`config.mk`:
```
export PLATFORM = sky130hd
export DESIGN_NAME = txcfg_regbank
export DESIGN_NICKNAME = d
export VERILOG_FILES = /design/src/rtl/txcfg_pkg.sv /design/src/rtl/txcfg_ctrl.sv /design/src/rtl/txcfg_regs.sv /design/src/rtl/txcfg_regbank.sv
export SDC_FILE = /design/constraint.sdc
export NUM_CORES = 1
export LEC_CHECK = 0
export BUFFER_PORTS_ARGS = -buffer_cell sky130_fd_sc_hd__clkbuf_2
export CORE_MARGIN = 5
export CORE_UTILIZATION = 37
export DETAILED_ROUTE_END_ITERATION = 16
export PLACE_DENSITY_LB_ADDON = 0.25
export SLEW_MARGIN = 5
export SYNTH_ARGS = -nofsm -noshare
export SYNTH_HDL_FRONTEND = slang
export SYNTH_SLANG_ARGS = --single-unit
export TNS_END_PERCENT = 5
```
`constraint.sdc`:
```
create_clock -name clk -period 1.55 [get_ports clk]
set_input_delay 0.31 -clock clk [delete_from_list [all_inputs] [get_ports clk]]
set_output_delay 0.31 -clock clk [all_outputs]
set_load 0.02 [all_outputs]
```
`src/rtl/txcfg_pkg.sv`:
```
package txcfg_pkg;
  localparam int DATA_W    = 8;
  localparam int NUM_REGS  = 3;
  localparam int IFACE_IDX = 0;
  localparam int SOFT_BIT  = 5;
  localparam int LOCK_BIT  = 1;

  typedef struct packed {
    logic [NUM_REGS-1:0] wrSel;
    logic                softClr;
  } regStrobe_t;

  function automatic logic [DATA_W-1:0] regDefault(input int idx);
    case (idx)
      1:       return 8'h04;
      default: return 8'h00;
    endcase
  endfunction

  function automatic logic [DATA_W-1:0] regMask(input int idx);
    case (idx)
      0:       return 8'hDC;
      1:       return 8'hFF;
      2:       return 8'hF7;
      default: return 8'h00;
    endcase
  endfunction
endpackage

```
`src/rtl/txcfg_ctrl.sv`:
```
module txcfg_ctrl
  import txcfg_pkg::*;
#(
  parameter int ADDR_W = 8
) (
  input  logic              clk,
  input  logic              rstHw,
  input  logic              wrEn,
  input  logic [ADDR_W-1:0] regAddr,
  input  logic              softReq,
  output regStrobe_t        strb
);
  logic softPend;

  always_ff @(posedge clk or posedge rstHw) begin
    if (rstHw) softPend <= 1'b0;
    else       softPend <= wrEn && (regAddr == ADDR_W'(IFACE_IDX)) && softReq;
  end

  for (genvar i = 0; i < NUM_REGS; i++) begin : g_sel
    if (i == IFACE_IDX) begin : g_iface
      assign strb.wrSel[i] = wrEn && (regAddr == ADDR_W'(i));
    end else begin : g_data
      assign strb.wrSel[i] = wrEn && (regAddr == ADDR_W'(i)) && !softPend;
    end
  end

  assign strb.softClr = softPend;
endmodule

```
`src/rtl/txcfg_regs.sv`:
```
module txcfg_regs
  import txcfg_pkg::*;
#(
  parameter int ADDR_W = 8
) (
  input  logic              clk,
  input  logic              rstHw,
  input  regStrobe_t        strb,
  input  logic [ADDR_W-1:0] regAddr,
  input  logic [DATA_W-1:0] wrData,
  input  logic              lockIn,
  output logic [DATA_W-1:0] rdData,
  output logic [NUM_REGS-1:0][DATA_W-1:0] regVec
);
  for (genvar i = 0; i < NUM_REGS; i++) begin : g_reg
    localparam logic [DATA_W-1:0] DEF  = regDefault(i);
    localparam logic [DATA_W-1:0] MASK = regMask(i);
    logic [DATA_W-1:0] q;
    if (i == IFACE_IDX) begin : g_keep
      always_ff @(posedge clk or posedge rstHw) begin
        if (rstHw)            q <= DEF;
        else if (strb.wrSel[i]) q <= wrData & MASK;
      end
    end else begin : g_clr
      always_ff @(posedge clk or posedge rstHw) begin
        if (rstHw)              q <= DEF;
        else if (strb.softClr)  q <= DEF;
        else if (strb.wrSel[i]) q <= wrData & MASK;
      end
    end
    assign regVec[i] = q;
  end

  always_comb begin
    rdData = '0;
    for (int i = 0; i < NUM_REGS; i++) begin
      if (regAddr == ADDR_W'(i)) rdData = regVec[i];
    end
    if (regAddr == ADDR_W'(IFACE_IDX)) rdData[LOCK_BIT] = lockIn;
  end
endmodule

```
`src/rtl/txcfg_regbank.sv`:
```
module txcfg_regbank
  import txcfg_pkg::*;
#(
  parameter int ADDR_W = 8
) (
  input  logic              clk,
  input  logic              rstHw,
  input  logic [ADDR_W-1:0] regAddr,
  input  logic [7:0]        wrData,
  input  logic              wrEn,
  output logic [7:0]        rdData,
  input  logic              lockIn,
  output logic              sdioBidir,
  output logic              lsbFirst,
  output logic              sleepEn,
  output logic              powerDown,
  output logic              oneResMode,
  output logic [1:0]        interpSel,
  output logic [1:0]        modSel,
  output logic              zeroStuff,
  output logic              realMix,
  output logic              negSideband,
  output logic              dclkOutSel,
  output logic              straightBin,
  output logic              onePortMode,
  output logic              dclkStrong,
  output logic              dclkInvert,
  output logic              opClkInvert,
  output logic              iqSelInvert,
  output logic              qiOrder,
  output logic              dpRestart
);
  regStrobe_t strb;
  logic [NUM_REGS-1:0][DATA_W-1:0] regVec;

  txcfg_ctrl #(.ADDR_W(ADDR_W)) ctrl_i (
    .clk     (clk),
    .rstHw   (rstHw),
    .wrEn    (wrEn),
    .regAddr (regAddr),
    .softReq (wrData[SOFT_BIT]),
    .strb    (strb)
  );

  txcfg_regs #(.ADDR_W(ADDR_W)) regs_i (
    .clk     (clk),
    .rstHw   (rstHw),
    .strb    (strb),
    .regAddr (regAddr),
    .wrData  (wrData),
    .lockIn  (lockIn),
    .rdData  (rdData),
    .regVec  (regVec)
  );

  assign sdioBidir   = regVec[0][7];
  assign lsbFirst    = regVec[0][6];
  assign sleepEn     = regVec[0][4];
  assign powerDown   = regVec[0][3];
  assign oneResMode  = regVec[0][2];
  assign interpSel   = regVec[1][7:6];
  assign modSel      = regVec[1][5:4];
  assign zeroStuff   = regVec[1][3];
  assign realMix     = regVec[1][2];
  assign negSideband = regVec[1][1];
  assign dclkOutSel  = regVec[1][0];
  assign straightBin = regVec[2][7];
  assign onePortMode = regVec[2][6];
  assign dclkStrong  = regVec[2][5];
  assign dclkInvert  = regVec[2][4];
  assign opClkInvert = regVec[2][2];
  assign iqSelInvert = regVec[2][1];
  assign qiOrder     = regVec[2][0];
  assign dpRestart   = strb.softClr;
endmodule

```
# Word level (Yosys, flattened, before mapping)

Index checks and enable logic that the tools add are counted.

Register bits: 22
Input port bits: 20
Output and inout port bits: 29
Logic and storage cells: 24

Eq/ne operators: 2
Muxes and demuxes: 8
Reductions and logical operators: 10

Operators by type and width:

| cell                 | number |
|---|---|
| $mux W8              | 7 |
| $eq A8 B1 Y1 const B | 1 |
| $eq A8 B2 Y1 const B | 1 |
| $logic_not A8 Y1     | 1 |
| $logic_and A1 B1 Y1  | 6 |
| $reduce_bool A2 Y1   | 2 |
| $logic_not A1 Y1     | 1 |
| $mux W1              | 1 |

# Logic depth before layout (Yosys ltp)

Gate-level depths: netlist of run 1.

Depth in word-level cells: 5
Gate-level depth with buffers: 5
Gate-level depth less buffers: 3

# Cells and area by module

From an unflattened synthesis of run 1, not the netlist that was laid out.

Cell total of the unflattened synthesis: 108
Area, all modules: 1,161.1 um^2

Modules (own cells, without submodules):

| module     | instances | cells each | area each (um^2) | sequential area each (um^2) |
|---|---|---|---|---|
| txcfg_regs | 1         | 95         | 1,051.0          | 501.7 |
| txcfg_ctrl | 1         | 13         | 110.1            | 25.0 |

# Worst setup path after synthesis of run 1

OpenSTA, ideal clock, no wires.

Kind: input to output
From: in regAddr[7]
To: out rdData[3]
Arrival time: 1,498 ps
Required time: 1,240 ps
Path slack: -258 ps
Stages on the path: 3
Buffers on the path: 0
Path through: nor4_4 -> nand2_2 -> nor3_1

Word-level cells in the longest chain between the ends: 4
Elaborated cells between the ends (all ways): 6
Classes of those cells: 2 x eq/ne; 3 x mux; 1 x reduce/logical

Ends and longest elaborated chain:

| item                 | RTL line            | RTL |
|---|---|---|
| from (decl)          | txcfg_regbank.sv:8  | `input logic [ADDR_W-1:0] regAddr,` |
| $logic_not A8 Y1     | txcfg_regs.sv:37    | `if (regAddr == ADDR_W'(i)) rdData = regVec[i];` |
| $mux W8 (2 in a row) | txcfg_regs.sv:37    |  |
| $mux W8 *            | txcfg_regs.sv:37    |  |
| to (decl)            | txcfg_regbank.sv:11 | `output logic [7:0] rdData,` |

Mark *: on every way between the ends. The rest lies on a longest branch, timed or not.

# Worst setup path after layout of run 1

From: reg regs_i.g_reg[2].q[6]
To: out rdData[6]

Word-level cells in the longest chain between the ends: 1

Ends and longest elaborated chain:

| item                   | RTL line         | RTL |
|---|---|---|
| from (decl)            | txcfg_regs.sv:18 | `logic [DATA_W-1:0] q;` |
| from (signal assigned) | txcfg_regs.sv:28 | `else if (strb.wrSel[i]) q <= wrData & MASK;` |
| $mux W8                | txcfg_regs.sv:37 |  |

Every way passes these cells.

==> results of run 1 <==
cells by family (layout without fill, tap and decap cells):
| kind of cell | Yosys count | count (layout) | synth area share, % |
|---|---|---|---|
| flops | 21 | 21 | 44.6 |
| mux | 26 | 26 | 22.5 |
| buf+inv | 7 | 65 | 2.54 |
| simple gates | 45 | 45 | 25.7 |
| compound gates | 7 | 7 | 4.66 |
how the worst min path moves through the flow:
| stage | startpoint | to | cells after the start | slack, ns |
|---|---|---|---|---|
| 2_1_floorplan | rstHw | ctrl_i.softPend | 1 | 0.29 |
| 3_3_place_gp | rstHw | regs_i.g_reg[0].q[3] | 2 | 0.28 |
| 3_5_place_dp | rstHw | regs_i.g_reg[0].q[3] | 2 | 0.29 |
| 4_1_cts | wrData[5] | ctrl_i.softPend | 3 | 0.20 |
| 5_1_grt | wrData[5] | ctrl_i.softPend | 3 | 0.20 |
| 6_report | wrData[5] | ctrl_i.softPend | 3 | 0.20 |
layout by cell type (no fill, tap or decap), types with 2 or more instances in the layout:
cell and n:
sky130_fd_sc_hd__a2bb2oi_2 3, sky130_fd_sc_hd__nor2_2 6, sky130_fd_sc_hd__clkbuf_4 4, sky130_fd_sc_hd__inv_1 2, sky130_fd_sc_hd__nand4_4 2, sky130_fd_sc_hd__nand2b_1 22
sky130_fd_sc_hd__nor2_1 4, sky130_fd_sc_hd__nor2b_1 2, sky130_fd_sc_hd__dfrtp_1 20, sky130_fd_sc_hd__mux2i_1 20, sky130_fd_sc_hd__clkbuf_8 2, sky130_fd_sc_hd__nand2_1 2
sky130_fd_sc_hd__buf_4 9, sky130_fd_sc_hd__mux2_2 5, sky130_fd_sc_hd__clkbuf_2 45
final cells by class:
cell class              instances  area [um^2]  share of cell area, %
clock buffers                   3         22.5                   1.35
multi-input cells              78          691                   41.5
repair buffers                 59          358                   21.5
well taps                      44         55.1                   3.31
clock inverters                 1         5.00                  0.301
flip-flops and latches         21          527                   31.6
inverters                       2         7.51                  0.451
metrics by stage:
| step | util, % | setup TNS (ns) | total power [mW] | setup slack, ns |
|---|---|---|---|---|
| 2_1_floorplan | - | -0.199 | 0.796 | -0.0324 |
| 3_3_place_gp | 51.4 | -0.0641 | 0.906 | -0.0199 |
| 3_5_place_dp | 51.4 | -0.567 | 0.913 | -0.0525 |
| 4_1_cts | 54.1 | -0.341 | 1.20 | -0.0721 |
| 5_1_grt | 54.5 | -0.798 | 1.27 | -0.164 |
| 6_report | 54.5 | -0.177 | 1.19 | -0.0420 |
worst max-delay path, cell delays in order (launching register included):
cell and delay (ns):
sky130_fd_sc_hd__dfrtp_1 0.42, sky130_fd_sc_hd__mux2i_1 0.19, sky130_fd_sc_hd__a2bb2oi_2 0.16, sky130_fd_sc_hd__nor2_2 0.04
sky130_fd_sc_hd__clkbuf_2 0.15
timing repair:
item	4_1_cts	5_1_grt
gates resized for setup	8	3
endpoints found under the hold margin	8	0
setup endpoints to repair	8	8
cloned	0	0
buffers inserted	1	0
hold buffers	1	0
pin swaps	3	1
metal layers:
metal	up-vias	global-route usage (%)	part of all wire (%)
met1	472	18.5	42
li1	487	-	-
met4	0	6.09	1.4
met5	-	0	0
met2	25	25.4	51
met3	4	3.37	5.4
registers in the layout (all words and copies together) (netlist names):
register,cells
ctrl_i.softPend,1
regs_i.g.q,20
power by group:
| group | total (mW) | internal (mW) | leakage (nW) | switching, mW |
|---|---|---|---|---|
| Clock | 0.272 | 0.0964 | 0.0177 | 0.175 |
| Combinational | 0.296 | 0.130 | 0.670 | 0.166 |
| Sequential | 0.622 | 0.589 | 0.224 | 0.0328 |
| Total | 1.19 | 0.816 | 0.912 | 0.375 |
synthesized netlist by cell type (2+ instances only):
library cell	instances	area share, %
sky130_fd_sc_hd__nor2b_1	2	1.1
sky130_fd_sc_hd__mux2i_1	21	18
sky130_fd_sc_hd__nor2_1	10	3.2
sky130_fd_sc_hd__inv_1	2	0.64
sky130_fd_sc_hd__clkbuf_1	2	0.64
sky130_fd_sc_hd__nand4_4	2	3.6
sky130_fd_sc_hd__nor3_1	2	0.85
sky130_fd_sc_hd__nand2b_1	22	12
sky130_fd_sc_hd__dfrtp_1	20	42
sky130_fd_sc_hd__buf_2	3	1.3
sky130_fd_sc_hd__a22oi_1	2	1.3
sky130_fd_sc_hd__nand2_1	2	0.64
sky130_fd_sc_hd__a2bb2oi_1	4	3.0
sky130_fd_sc_hd__mux2_2	5	4.8
==> results_dict.tcl, run 1 <==
set metrics [dict create \
    die_h_um 66.5 \
    floorplan.die_area_mm2 0.00443 \
    remaining_drc_errors 0 \
    crit_path_end "rdData[6]" \
    pin_count 49 \
    worst_hold_slack_ns 0.203 \
    synthesis.nets 126 \
    timing.final.crit_share_pct 103 \
    failing_checks "setup timing" \
    yosys.cell_types.count 21 \
    end_kind "output port" \
    fp.coreArea_mm2 0.00305 \
    slew-limit-headroom_pct 73.8 \
    gate_count_post_synth 106 \
    buffer_ports.inserted 48 \
    first_iter_violations 40 \
    setup_viol 7 \
    diodes 0 \
    clk_transition_reported_paths_ns 0.12 \
    max_freq_mhz 628 \
    critical_path.startpoint_type "flip-flop" \
    drt-pass1-iter-count 4 \
    cts_htree_levels 1 \
    timing.setup.critical_path_class "flip-flop to output port" \
    static-leakage-power_nw 0.912 \
    synth_ff_type "sky130_fd_sc_hd__dfrtp_1" \
    clk_root_buffer_cell "sky130_fd_sc_hd__clkbuf_4" \
    final-hold-violation-count 0 \
    final_period_minus_worst_setup_slack_ns 1.59 \
    regToRegSetupSlack_ns 0.50 \
    placement_rows 20 \
    mappedNetlistArea_mm2 0.00118 \
    synthArstFlopShare_pct 100 \
    cell_area_power_density_mw_per_mm2 715 \
    drt-vias-per-instance 4.75 \
    final_layout_size_suffix_gt1_share_pct 53.7 \
    post-route-worst-setup-slack_ns -0.0420 \
    r2r_cells 3 \
    grt_antenna_before_repair 0 \
    timing.critical_path.from "regs_i.g_reg[2].q[6]" \
    stdcell_count 208 \
    rsz0062_at_grt "yes" \
    postSynthRegisterBits 21 \
    clock-sinks 21 \
    initial_core_util_pct 38.7 \
    die_width_um 66.5 \
    synth.yosys.seq_area_share_pct 44.6 \
    worstSkewPairLatency_ns 0.31 \
    stdcell_area_mm2 0.00167 \
    regToRegStartpoint "ctrl_i.softPend" \
    post_synth_edffs 0 \
    finish.net_count 185 \
    clk_path_buf_depth 2 \
    post_synth.cell_area_avg_um2 11.2 \
    worst_ep_arrival_time_ns 1.28 \
    path_max_fanout 3 \
    routed-via-count 988 \
    run_status "complete, but fails checks" \
    area_growth_pct 40.8 \
    grt_first_pass_wirelength_um 5000 \
    slew_viol_final 0 \
    endpoint_of_the_most_critical_register_to_register_path "regs_i.g_reg[1].q[7]" \
    worst_hold_path_type "input pin to flip-flop" \
    ys_warn_count 0 \
    timing.max_cap.violations 0 \
    grt_max_degree 23 \
    dpl.hpwl_um 2350 \
    first_global_vias 1043 \
    worst_clock_skew_on_the_final_layout_ns 0.00720 \
    clock_tree_from_tritoncts "yes" \
    placed_cell_area_mm2 0.00157 \
    ir_worst_vdd_uv 302 \
    final.fill_count 299 \
    worst_ep_required_time_ns 1.24 \
    place.gp.congestion 0.734 \
    cts_inserted_buffers 3 \
    worst_slew_pin_slew_ns 0.392 \
    dp.cells 202 \
    postRouteAntennaNets 0 \
    grt_use_total_pct 15.1 \
    wl_per_cell_um 14.4 \
    routed_wl_um 2990 \
    global_route_congestion_overflow_total 0 \
]
Power figures use the tool's default switching activity.
==> run 2, diff against run 1 <==
--- a/config.mk
+++ b/config.mk
@@ -9,7 +9,7 @@
 export CORE_MARGIN = 5
 export CORE_UTILIZATION = 37
 export DETAILED_ROUTE_END_ITERATION = 16
-export PLACE_DENSITY_LB_ADDON = 0.25
+export PLACE_DENSITY = 0.76
 export SLEW_MARGIN = 5
 export SYNTH_ARGS = -nofsm -noshare
 export SYNTH_HDL_FRONTEND = slang
==> results_dict.tcl, run 2 (synthesized netlist as in run 1, its figures left out) <==
set metrics [dict create \
    post-route-worst-setup-slack_ns -0.0364 \
    critical_path.startpoint_type "input pin" \
    final_core_utilization_pct 56.4 \
    static-leakage-power_nw 0.942 \
    cell_area_power_density_mw_per_mm2 693 \
    remaining_drc_errors 0 \
    fp.coreArea_mm2 0.00305 \
    dpl.hpwl_um 2350 \
    diodes 0 \
    worst_slew_pin_slew_ns 0.338 \
    initial_core_util_pct 38.7 \
    dp.cells 203 \
    largest_register "regs_i.g.q" \
    slew_viol_final 0 \
    drt-pass1-iter-count 4 \
    final_period_minus_worst_setup_slack_ns 1.59 \
    postRouteAntennaNets 0 \
    clock-sinks 21 \
    worst_hold_slack_ns 0.215 \
    floorplan.die_area_mm2 0.00443 \
    max_freq_mhz 630 \
    pre_cts_ws_ns -0.0430 \
    ir_worst_vdd_uv 356 \
    grt_max_degree 17 \
    finish.net_count 191 \
    failing_checks "setup timing" \
    clock_tree_from_tritoncts "yes" \
    setup_tns_ns -0.0921 \
    first_iter_violations 34 \
    cts_htree_levels 1 \
    path_max_fanout 9 \
    stdcell_count 214 \
    stdcell_area_mm2 0.00172 \
    placed_cell_area_mm2 0.00157 \
    place.gp.congestion 0.796 \
    routed-via-count 1021 \
    timing.max_cap.violations 0 \
    clk_transition_reported_paths_ns 0.12 \
    buffer_ports.inserted 48 \
    biggestRegsByFlops "regs_i.g.q: 20 flops, ctrl_i.softPend: 1 flops" \
    placement_rows 20 \
    clk_path_buf_depth 2 \
    global_route_congestion_overflow_total 0 \
    grt_first_pass_wirelength_um 4910 \
    grt_use_total_pct 14.6 \
    final_layout_size_suffix_gt1_share_pct 55.3 \
    pin_count 49 \
    grt_antenna_before_repair 0 \
    worstSkewPairLatency_ns 0.30 \
    first_global_vias 1066 \
    slew-limit-headroom_pct 77.5 \
    worst_ep_arrival_time_ns 1.28 \
    clk_root_buffer_cell "sky130_fd_sc_hd__clkbuf_4" \
    worst_clock_skew_on_the_final_layout_ns 0.00435 \
    layout_commonest_cell "sky130_fd_sc_hd__clkbuf_2" \
    timing.setup.critical_path_class "input pin to output port" \
    routed_wl_um 3030 \
    rsz0062_at_grt "yes" \
    wl_per_cell_um 14.2 \
    cts_inserted_buffers 3 \
    worst_hold_path_type "input pin to flip-flop" \
    timing.final.crit_share_pct 102 \
    die_width_um 66.5 \
    worst_ep_required_time_ns 1.24 \
    run_status "complete, but fails checks" \
    total_power_mw 1.19 \
    final-hold-violation-count 0 \
    area_growth_pct 45.6 \
    setup_viol 6 \
    end_kind "output port" \
    largest_register_ffs 20 \
    most-common-layout-cells "41 x sky130_fd_sc_hd__clkbuf_2, 22 x sky130_fd_sc_hd__nand2b_1, 21 x sky130_fd_sc_hd__mux2i_1" \
    die_h_um 66.5 \
    drt-vias-per-instance 4.77 \
]
run 2: changes by cell type in the layout (fill, tap and decap cells not counted), moves of 2 or more:
cell / previous run / this run
sky130_fd_sc_hd__nor2b_2: 0 / 2
sky130_fd_sc_hd__clkbuf_2: 45 / 41
sky130_fd_sc_hd__nor2b_1: 2 / 0
sky130_fd_sc_hd__buf_6: 0 / 3
sky130_fd_sc_hd__buf_4: 9 / 17
run 2: timing repair:
action	CTS	global route
endpoints found under the setup margin	8	9
hold endpoints to repair	7	0
hold buffers	1	0
buffers inserted	2	4
pin swaps	2	3
resized for setup	6	19
run 2: worst paths after layout:
path,to,slack [ns],depth (start not counted),from
max in group asynchronous,ctrl_i.softPend,0.56,4,rstHw
setup reg to reg,regs_i.g_reg[2].q[7],0.46,3,ctrl_i.softPend
hold / removal,ctrl_i.softPend,0.21,3,wrData[5]
hold reg to reg,regs_i.g_reg[0].q[3],0.55,1,regs_i.g_reg[0].q[3]
min in group asynchronous,regs_i.g_reg[1].q[3],0.48,3,rstHw
setup / recovery,rdData[3],-0.04,5,regAddr[2]
run 2: critical path: stages:
cell                       delay [ns]
sky130_fd_sc_hd__clkbuf_2        0.10
sky130_fd_sc_hd__nor4_4          0.34
sky130_fd_sc_hd__nand2_4         0.18
sky130_fd_sc_hd__nor3_4          0.15
sky130_fd_sc_hd__clkbuf_2        0.19
run 2: routing by layer:
metal  up-vias  track usage [%]  share of wire, %
met3         2             3.20               6.6
met4         0             6.09              0.83
met1       485             17.1                41
li1        498                -                 -
met2        36             25.4                51
met5         -                0                 0
run 2: area by class of cell:
class | count | area [um^2]
clock buffers | 4 | 26.3
well taps | 44 | 55.1
repair buffers | 65 | 410
multi-input cells | 78 | 694
inverters | 2 | 7.51
flip-flops and latches | 21 | 528
fillers | 281 | 1330
run 2: report_power, final:
group	total [mW]	internal (mW)	switching (mW)	leakage, nW
Combinational	0.309	0.138	0.171	0.705
Clock	0.262	0.100	0.162	0.0150
Sequential	0.621	0.589	0.0324	0.222
Total	1.19	0.827	0.365	0.942
==> run 3, diff against run 2 <==
--- a/config.mk
+++ b/config.mk
@@ -5,7 +5,7 @@
 export SDC_FILE = /design/constraint.sdc
 export NUM_CORES = 1
 export LEC_CHECK = 0
-export BUFFER_PORTS_ARGS = -buffer_cell sky130_fd_sc_hd__clkbuf_2
+export BUFFER_PORTS_ARGS = -buffer_cell sky130_fd_sc_hd__buf_2
 export CORE_MARGIN = 5
 export CORE_UTILIZATION = 37
 export DETAILED_ROUTE_END_ITERATION = 16
==> results_dict.tcl, run 3 (synthesized netlist as in run 1, its figures left out) <==
set metrics [dict create \
    timing.final.crit_share_pct 102 \
    final_period_minus_worst_setup_slack_ns 1.59 \
    worst_ep_required_time_ns 1.24 \
    area_growth_pct 39.8 \
    clock-sinks 21 \
    die_h_um 66.5 \
    met2_use_gr_pct 23.5 \
    global_route_congestion_overflow_total 0 \
    placement_rows 20 \
    run_status "complete, but fails checks" \
    drt-vias-per-instance 4.83 \
    cts_inserted_buffers 3 \
    final.fill_count 292 \
    biggestRegsByFlops "regs_i.g.q: 20 flops, ctrl_i.softPend: 1 flops" \
    post-route-worst-setup-slack_ns -0.0373 \
    final-hold-violation-count 0 \
    grt_first_pass_wirelength_um 4840 \
    most-common-layout-cells "43 x sky130_fd_sc_hd__buf_2, 22 x sky130_fd_sc_hd__nand2b_1, 20 x sky130_fd_sc_hd__mux2i_1" \
    routed_wl_um 2970 \
    final_layout_size_suffix_gt1_share_pct 52.7 \
    initial_core_util_pct 38.7 \
    place.gp.congestion 0.758 \
    clk_path_buf_depth 2 \
    worstSkewPairLatency_ns 0.30 \
    die_width_um 66.5 \
    finish.net_count 186 \
    setup_tns_ns -0.123 \
    worst_ep_arrival_time_ns 1.28 \
    end_kind "output port" \
    clk_transition_reported_paths_ns 0.12 \
    dpl.hpwl_um 2320 \
    slew_viol_final 0 \
    fp.coreArea_mm2 0.00305 \
    slew-limit-headroom_pct 76.5 \
    largest_register "regs_i.g.q" \
    routed-via-count 1010 \
    ir_worst_vdd_uv 339 \
    cell_area_power_density_mw_per_mm2 715 \
    largest_register_ffs 20 \
    failing_checks "setup timing" \
    grt_max_degree 26 \
    grt_use_total_pct 14.2 \
    grt_antenna_before_repair 0 \
    clk_root_buffer_cell "sky130_fd_sc_hd__clkbuf_4" \
    worst_hold_path_type "input pin to flip-flop" \
    worst_clock_skew_on_the_final_layout_ns 0.00616 \
    setup_viol 6 \
    worst_hold_slack_ns 0.238 \
    max_freq_mhz 630 \
    first_global_vias 1032 \
    pin_count 49 \
    floorplan.die_area_mm2 0.00443 \
    rsz0062_at_grt "yes" \
    postRouteAntennaNets 0 \
    grt.busiest_layer "met2" \
    buffer_ports.inserted 48 \
    cts_htree_levels 1 \
    path_max_fanout 3 \
    drt-pass1-iter-count 4 \
    timing.setup.critical_path_class "flip-flop to output port" \
    worst_slew_pin_slew_ns 0.352 \
    met3_routing_resource_usage_after_global_routing_pct 2.70 \
    use_met1_pct 18.3 \
    first_iter_violations 44 \
    diodes 0 \
    wl_per_cell_um 14.2 \
    static-leakage-power_nw 0.893 \
    remaining_drc_errors 0 \
    clock_tree_from_tritoncts "yes" \
    timing.max_cap.violations 0 \
    critical_path.startpoint_type "flip-flop" \
    layout_commonest_cell "sky130_fd_sc_hd__buf_2" \
]
[run 3: cell types whose count changed in the layout (fill, tap and decap cells not counted), sizes merged]
cell and change:
buf +36, clkbuf -41
[run 3: metal layers]
| metal | part of all wire [%] | vias to the layer above | wire length (um) |
|---|---|---|---|
| met2 | 50 | 33 | 1480 |
| met3 | 6.2 | 0 | 185 |
| met5 | 0 | - | 0 |
| met1 | 44 | 491 | 1310 |
| met4 | 0 | 0 | 0 |
| li1 | - | 486 | - |
[run 3: worst paths after layout]
check / startpoint / endpoint / slack (ns) / cells after the start
worst min register to register: regs_i.g_reg[0].q[3] / regs_i.g_reg[0].q[3] / 0.55 / 1
max in group asynchronous: rstHw / ctrl_i.softPend / 0.53 / 4
min in group asynchronous: rstHw / regs_i.g_reg[1].q[7] / 0.50 / 3
worst min-delay path: wrData[5] / ctrl_i.softPend / 0.24 / 3
worst max register to register: ctrl_i.softPend / regs_i.g_reg[2].q[0] / 0.56 / 2
worst max-delay path: regs_i.g_reg[0].q[6] / rdData[6] / -0.04 / 4
[run 3: stage by stage]
| step | worst slack (ns) | cell area (um^2) | std cells | utilization, % | power, mW |
|---|---|---|---|---|---|
| 2_1_floorplan | -0.0324 | 1220 | 106 | - | 0.796 |
| 3_3_place_gp | -0.0209 | 1550 | 201 | 50.8 | 0.899 |
| 3_5_place_dp | -0.0360 | 1550 | 201 | 50.8 | 0.910 |
| 4_1_cts | -0.0924 | 1600 | 206 | 52.5 | 1.18 |
| 5_1_grt | -0.110 | 1650 | 209 | 54.1 | 1.25 |
| 6_report | -0.0373 | 1650 | 209 | 54.1 | 1.18 |
[run 3: worst max-delay path, cell delays in order (launching register included)]
cell and delay (ns):
sky130_fd_sc_hd__dfrtp_1 0.43, sky130_fd_sc_hd__mux2i_2 0.18, sky130_fd_sc_hd__a2bb2oi_2 0.17, sky130_fd_sc_hd__nor2_2 0.05, sky130_fd_sc_hd__buf_2 0.16
[run 3: layout make-up]
cell class | count | area [um^2] | area share, %
multi-input cells | 78 | 679 | 41.1
well taps | 44 | 55.1 | 3.33
repair buffers | 60 | 357 | 21.6
clock buffers | 4 | 26.3 | 1.59
flip-flops and latches | 21 | 528 | 31.9
inverters | 2 | 7.51 | 0.454
[run 3: power breakdown]
group / switching [mW] / leakage, nW / internal (mW)
logic: 0.167 / 0.656 / 0.131
clock network: 0.164 / 0.0150 / 0.100
registers: 0.0318 / 0.222 / 0.589
total: 0.362 / 0.893 / 0.820
[run 3: timing repair]
| item | in CTS | in global routing |
|---|---|---|
| endpoints found under the setup margin | 8 | 8 |
| resized for setup | 4 | 9 |
| setup buffers | 0 | 3 |
| pin swaps | 0 | 3 |
| hold buffers | 1 | 0 |
| endpoints found under the hold margin | 7 | 0 |
